--- config.mk ---
export PLATFORM = sky130hd
export DESIGN_NAME = lpm_responder
export DESIGN_NICKNAME = d
export VERILOG_FILES = /design/src/rtl/lpm_pkg.sv /design/src/rtl/lpm_window.sv /design/src/rtl/lpm_decide.sv /design/src/rtl/lpm_attr_reg.sv /design/src/rtl/lpm_responder.sv
export SDC_FILE = /design/constraint.sdc
export NUM_CORES = 1
export LEC_CHECK = 0
export BUFFER_PORTS_ARGS = -buffer_cell sky130_fd_sc_hd__buf_2
export CORE_ASPECT_RATIO = 0.75
export CORE_MARGIN = 5
export CORE_UTILIZATION = 47
export DETAILED_ROUTE_END_ITERATION = 6
export PLACE_DENSITY_LB_ADDON = 0.1
export SYNTH_ARGS = -nofsm -noshare
export SYNTH_HDL_FRONTEND = slang
export SYNTH_HIERARCHICAL = 1
export SYNTH_SLANG_ARGS = --single-unit
--- constraint.sdc ---
create_clock -name clk -period 1.8 [get_ports clk]
set_clock_uncertainty 0.2 [all_clocks]
set_input_delay 0.36 -clock clk [delete_from_list [all_inputs] [get_ports clk]]
set_output_delay 0.36 -clock clk [all_outputs]
set_load 0.01 [all_outputs]
--- src/rtl/lpm_pkg.sv ---
package lpm_pkg;
  parameter int LPM_LS_W   = 4;
  parameter int LPM_HIRD_W = 4;
  parameter int LPM_ATTR_W = LPM_LS_W + LPM_HIRD_W + 1;

  localparam logic [LPM_LS_W-1:0] LS_SUSPEND = LPM_LS_W'(1);

  typedef enum logic [1:0] {
    HS_STALL = 2'd0,
    HS_NYET  = 2'd1,
    HS_ACK   = 2'd2
  } hs_code_t;

  typedef struct packed {
    logic                  rwake;
    logic [LPM_HIRD_W-1:0] hird;
    logic [LPM_LS_W-1:0]   lstate;
  } lpm_attr_t;
endpackage

--- src/rtl/lpm_window.sv ---
module lpm_window #(
  parameter int WINDOW_CYCLES = 540
) (
  input  logic clk,
  input  logic rst,
  input  logic start,
  output logic open_o
);
  localparam int CNT_W = $clog2(WINDOW_CYCLES + 1);
  localparam logic [CNT_W-1:0] CNT_LOAD = CNT_W'(WINDOW_CYCLES);

  logic [CNT_W-1:0] cnt_q;

  always_ff @(posedge clk) begin
    if (rst) begin
      cnt_q <= '0;
    end else if (start) begin
      cnt_q <= CNT_LOAD;
    end else if (cnt_q != '0) begin
      cnt_q <= cnt_q - 1'b1;
    end
  end

  assign open_o = (cnt_q != '0);
endmodule

--- src/rtl/lpm_decide.sv ---
module lpm_decide
  import lpm_pkg::*;
(
  input  logic                  clk,
  input  logic                  rst,
  input  logic                  stb,
  input  logic [1:0]            en,
  input  logic                  tx_ready,
  input  logic                  tx_pending,
  input  logic [LPM_LS_W-1:0]   lstate,
  input  logic [LPM_HIRD_W-1:0] hird,
  input  logic                  rwake,
  input  logic                  win_open,
  output logic                  s1_valid,
  output hs_code_t              s1_code,
  output logic                  s1_err,
  output lpm_attr_t             s1_attr
);
  logic     respond;
  logic     bad_ls;
  hs_code_t code_d;
  logic     err_d;

  always_comb begin
    respond = stb && en[0];
    bad_ls  = (lstate != LS_SUSPEND);
    err_d   = 1'b0;
    if (!en[1]) begin
      code_d = HS_STALL;
    end else if (bad_ls) begin
      code_d = HS_STALL;
      err_d  = 1'b1;
    end else if (win_open) begin
      code_d = HS_ACK;
    end else if (tx_ready && !tx_pending) begin
      code_d = HS_ACK;
    end else begin
      code_d = HS_NYET;
    end
  end

  always_ff @(posedge clk) begin
    if (rst) begin
      s1_valid <= 1'b0;
      s1_code  <= HS_STALL;
      s1_err   <= 1'b0;
      s1_attr  <= '0;
    end else begin
      s1_valid <= respond;
      s1_code  <= respond ? code_d : HS_STALL;
      s1_err   <= respond && err_d;
      if (stb) begin
        s1_attr <= '{rwake: rwake, hird: hird, lstate: lstate};
      end
    end
  end
endmodule

--- src/rtl/lpm_attr_reg.sv ---
module lpm_attr_reg
  import lpm_pkg::*;
(
  input  logic      clk,
  input  logic      rst,
  input  logic      load,
  input  lpm_attr_t attr_d,
  output lpm_attr_t attr_q
);
  always_ff @(posedge clk) begin
    if (rst) begin
      attr_q <= '0;
    end else if (load) begin
      attr_q <= attr_d;
    end
  end
endmodule

--- src/rtl/lpm_responder.sv ---
module lpm_responder
  import lpm_pkg::*;
#(
  parameter int WINDOW_CYCLES = 540
) (
  input  logic                  clk,
  input  logic                  rst,
  input  logic                  lpm_stb,
  input  logic [1:0]            lpm_en,
  input  logic                  tx_ready,
  input  logic                  tx_pending,
  input  logic [LPM_LS_W-1:0]   pkt_link_state,
  input  logic [LPM_HIRD_W-1:0] pkt_hird,
  input  logic                  pkt_remote_wake,
  output logic                  hs_valid,
  output logic [1:0]            hs_code,
  output logic                  rsp_irq,
  output logic [1:0]            rsp_code,
  output logic                  err_irq,
  output logic [LPM_ATTR_W-1:0] attr_q
);
  logic      win_open;
  logic      s1_valid;
  hs_code_t  s1_code;
  logic      s1_err;
  lpm_attr_t s1_attr;
  lpm_attr_t attr_s;
  logic      ack_start;

  assign ack_start = s1_valid && (s1_code == HS_ACK);

  lpm_window #(.WINDOW_CYCLES(WINDOW_CYCLES)) win_i (
    .clk    (clk),
    .rst    (rst),
    .start  (ack_start),
    .open_o (win_open)
  );

  lpm_decide dec_i (
    .clk        (clk),
    .rst        (rst),
    .stb        (lpm_stb),
    .en         (lpm_en),
    .tx_ready   (tx_ready),
    .tx_pending (tx_pending),
    .lstate     (pkt_link_state),
    .hird       (pkt_hird),
    .rwake      (pkt_remote_wake),
    .win_open   (win_open),
    .s1_valid   (s1_valid),
    .s1_code    (s1_code),
    .s1_err     (s1_err),
    .s1_attr    (s1_attr)
  );

  lpm_attr_reg attr_i (
    .clk    (clk),
    .rst    (rst),
    .load   (s1_valid),
    .attr_d (s1_attr),
    .attr_q (attr_s)
  );

  assign attr_q = attr_s;

  always_ff @(posedge clk) begin
    if (rst) begin
      hs_valid <= 1'b0;
      hs_code  <= 2'd0;
      rsp_irq  <= 1'b0;
      rsp_code <= 2'd0;
      err_irq  <= 1'b0;
    end else begin
      hs_valid <= s1_valid;
      hs_code  <= s1_valid ? s1_code : 2'd0;
      rsp_irq  <= s1_valid;
      rsp_code <= s1_valid ? s1_code : 2'd0;
      err_irq  <= s1_err;
    end
  end
endmodule

* Word-level counts from Yosys, hierarchy flattened
Index checks and enable logic that the tools add are counted.
** Cells by class
- Reduce and logical (&&, ||, !) cells :: 11
- Bitwise logic cells :: 3
- Add/subtract/negate cells :: 1
- Multiplexer cells :: 6
- Eq/ne operators :: 2
** Operators with widths (count)
- two-way mux 10 bit :: 2
- nonzero test 10 bit :: 1
- subtractor 10 x 1 -> 10 bit, second input constant :: 1
- OR reduction 5 bit :: 1
- logical AND 1 bit :: 4
- two-way mux 2 bit :: 2
- inequality test 4 x 1 -> 1 bit, second input constant :: 1
- OR reduction 2 bit :: 2
- OR reduction 4 bit :: 1
- NOT 1 bit :: 3
- == test 2 bit, second input constant :: 1
- two-way mux 1 bit :: 2
- nonzero test 2 bit :: 1
- logical NOT 1 bit :: 1
** Word-level totals
- Bits of input ports :: 16
- Bits in registers :: 36
- Logic and storage cells :: 38
- Output and inout bits :: 16

* Logic depth before layout (Yosys ltp)
- Word-level depth :: 4
- Depth in mapped cells :: 6
- Depth with buffers taken out :: 6

* By module
The synthesis kept the hierarchy.
** By module, submodules not included
- lpm_window :: area each 558.0 um^2, cells an instance 61, times used 1, sequential area each 200.2 um^2
- lpm_decide :: area each 462.9 um^2, cells an instance 41, times used 1, sequential area each 260.2 um^2
- lpm_attr_reg :: area each 319.1 um^2, cells an instance 29, times used 1, sequential area each 180.2 um^2
- lpm_responder :: area each 148.9 um^2, cells an instance 12, times used 1, sequential area each 80.1 um^2

* Least setup slack after synthesis
OpenSTA, ideal clock, no wires.
- Path type :: reg-to-reg
- Start point :: register win_i.cnt_q[0]
- End point :: register win_i.cnt_q[6]
- Data required time :: 1.484 ns
- Library setup time :: 0.116 ns
- Setup slack :: -0.086 ns
- Stages on the path, launching flop included :: 6
- Arrival time :: 1.569 ns
- Buffers on the path :: 0
- Clock period less this slack :: 1.886 ns
- Cell sequence :: dfxtp_1 > inv_1 > ha_1 > or3b_2 > o311a_2 > a31o_2
** Between the ends
- Cells in the longest elaborated chain, start to end :: 1
- Elaborated cells between the ends (all ways) :: 2
- Those cells by class :: add/sub (1); reduce/logical (1)
** Ends and longest elaborated chain
- start, declared :: RTL line lpm_window.sv:12 : logic [CNT_W-1:0] cnt_q;
- start signal, assigned :: RTL line lpm_window.sv:20 : cnt_q <= cnt_q - 1'b1;
- subtractor 10 x 1 -> 10 bit / nonzero test 10 bit (equally long branches) :: RTL line lpm_window.sv:20, lpm_window.sv:19
Parallel ways exist; a longest one is shown, timed or not.
A chain may end at the register's enable or synchronous reset.

* Final worst setup path
- Start point :: register win_i.cnt_q[1]
- End point :: register win_i.cnt_q[6]
Same word-level chain as after synthesis.

==> flow_metrics.env <==
export IMPL_cp_top_family="compound AO/OA/AOI/OAI gates"
export IMPL_synth_area_leaders="dfxtp_1 (48%), mux2i_1 (13%), nor2_1 (5.3%)"
export IMPL_io_buffers=31
export IMPL_slowest_stage="or3b_4"
export IMPL_io_pins=32
export IMPL_gp_congestion=0.999
export IMPL_required_ns=1.77
export IMPL_synth_top_area_share_pct=48.4
export IMPL_utilization_pct=62.9
export IMPL_core_area_um2=3000
export IMPL_grt_start_max_net_pins=31
export IMPL_ctsLongestPathBuffers=2
export IMPL_peakVddDrop_mv=0.909
export IMPL_cts_root_buf="clkbuf_8"
export IMPL_status="complete, no violations"
export IMPL_worst_pin_slew_ns=0.408
export IMPL_die_h_um=58.7
export IMPL_path_buf_inv=1
export IMPL_powerDensity_nw_per_um2=1600
export IMPL_crit_path_max_incr_delay_ns=0.38
export IMPL_ys_types=42
export IMPL_critPathLaunchType="flop"
export IMPL_maxCapViolCount=0
export IMPL_end_kind="flop"
export IMPL_dp_hpwl_mm=2.26
export IMPL_p_leak_nw=0.839
export IMPL_syn_area_um2=1490
export IMPL_setup_viol=0
export IMPL_setup_ws_ns=0.0306
export IMPL_maxSlewHeadroom_pct=72.7
export IMPL_firstDrtPassIters=4
export IMPL_grt_pass1_wl_mm=5.12
export IMPL_arrival_ns=1.74
export IMPL_grt_ovfl_total=0
export IMPL_grt_pass1_vias=1121
export IMPL_pre_cts_ws_ns=-0.0368
export IMPL_syn_avg_cell_area_um2=10.4
export IMPL_synth_warnings=6
export IMPL_crit_fanout=4
export IMPL_ys_ff_latch=36
export IMPL_clock_sinks=36
export IMPL_drt_iter0_drc=50
export IMPL_clk_pin_slew_ns=0.07
export IMPL_placed_cell_area_um2=1730
export IMPL_finalMaxSlewViolations=0
export IMPL_die_area_um2=4410
export IMPL_drive_above_1_share_pct=39.2
export IMPL_fmax_ghz=0.565
export IMPL_wire_per_inst_um=13.7
export IMPL_final_area_um2=1890
export IMPL_antenna_found_initial=0
export IMPL_drc=0
export IMPL_finalPower_mw=3.01
export IMPL_ant_nets=0
export IMPL_yosysMostFrequentCell="dfxtp_1"
export IMPL_ys_flop_type="dfxtp_1"
export IMPL_row_count=17
export IMPL_synthArstFlopShare_pct=0
export IMPL_dr_total_vias=1176
export IMPL_vias_per_cell=5.25
export IMPL_min_path_type="primary input to flop"
export IMPL_start_util_pct=49.6
export IMPL_areaGrowthSynthToFinish_pct=26.6
export IMPL_tns_ns=0
export IMPL_synth_edf_count=0
export IMPL_syn_num_nets=161
export IMPL_synth_cells=143
export IMPL_wirelength_mm=3.08
export IMPL_crit_type="flop to flop"
export IMPL_die_x_um=75.0
export IMPL_yosysTopAreaCell="dfxtp_1"
export IMPL_clock_latency_ns=0.27
export IMPL_finalHoldViolations=0
export IMPL_grt_setup_unrepaired="true"
export IMPL_n_antenna_cell=0
export IMPL_cts_tree="yes"
export IMPL_cts_htree_levels=2
export IMPL_path_cells="inv_2, ha_4, or3b_4, o311a_2, a31o_2"
export IMPL_cts_buffers=5
export IMPL_layout_nets=203
export IMPL_yosysSeqAreaShare_pct=48.4
export IMPL_track_usage_pct=15.1
export IMPL_postCtsHoldBufs=0
export IMPL_yosys_top_cells_count="dfxtp_1 (36), nor2_1 (21), mux2i_1 (19), a21oi_1 (6), nor4_1 (5)"
export IMPL_fin_crit_sh_pct=98.3
export IMPL_period_minus_slack_ns=1.77
[tightest hold or removal path, stage by stage]
cell and delay (ns):
buf_2 0.07, mux2i_1 0.05, nor2_1 0.07
[metal layers]
layer	up-vias	part of all wire [%]	track usage, %
li1	603	-	-
met1	532	50	20.9
met2	39	43	21.7
met3	2	7.1	5.29
met4	0	0.58	5.33
met5	-	0	0
[sequential cells by signal (all words and copies together), names as in the netlist]
signal and count:
err_irq 1, rsp_code 2, dec_i/s1_valid 1, rsp_irq 1, dec_i/s1_err 1, dec_i/s1_attr 9, win_i/cnt_q 10, dec_i/s1_code 2
attr_i/attr_q 9
[cell usage in the layout, fill, tap and decap left out, types with 2 or more instances in the layout]
master,Yosys,final
clkbuf_1,2,2
nor4_1,5,4
nand2b_1,2,2
and3b_1,2,2
buf_4,3,12
a311oi_1,2,2
inv_1,4,2
mux2i_1,19,19
o21ai_0,2,2
buf_2,1,31
and3b_2,2,2
and2b_2,2,2
dfxtp_1,36,34
or3b_4,0,2
nor3_2,2,2
a311o_1,2,2
ha_4,0,2
clkbuf_8,0,6
a21oi_1,6,6
nor2_1,21,21
or3_1,4,4
dfxtp_2,0,2
[cell families after synthesis]
family | Yosys count | share of synthesized area [%]
fa+ha+maj | 2 | 1.68
simple gates | 53 | 22.6
mux | 19 | 12.8
flops | 36 | 48.4
buf+inv | 13 | 4.70
compound gates | 20 | 9.83
[through the flow]
| stage | hold WS, ns | std cells |
|---|---|---|
| after floorplan | 0.228 | 143 |
| after global placement | 0.235 | 214 |
| after detailed placement | 0.235 | 214 |
| after CTS | 0.112 | 222 |
| after global routing | 0.116 | 224 |
| final | 0.120 | 224 |
[timing repair]
item,CTS,global route
endpoints found under the hold margin,0,0
resized for setup,3,11
buffers inserted,0,2
pin swaps,0,2
endpoints found under the setup margin,3,8
[layout make-up]
cell class                 instances  area, µm²
clock buffer                       8       90.1
fill                             252       1110
inverter                           4       17.5
multi-input combinational         94        751
sequential                        36        723
tap                               38       47.5
timing repair buffer              44        256
[worst paths after layout]
path                       start                to  slack [ns]  cells past startpoint
setup / recovery  win_i/cnt_q[1]    win_i/cnt_q[6]        0.03                      5
hold / removal       pkt_hird[3]  dec_i/s1_attr[7]        0.12                      3
setup reg to reg  win_i/cnt_q[1]    win_i/cnt_q[6]        0.03                      5
hold reg to reg     dec_i/s1_err           err_irq        0.25                      1
[report_power, final]
| group | internal, mW | leakage [nW] | switching [mW] | total [mW] |
|---|---|---|---|---|
| clock network | 0.312 | 0.0455 | 0.250 | 0.562 |
| logic | 0.729 | 0.499 | 0.637 | 1.37 |
| registers | 0.932 | 0.295 | 0.156 | 1.09 |
(Power assumes the default switching activity.)
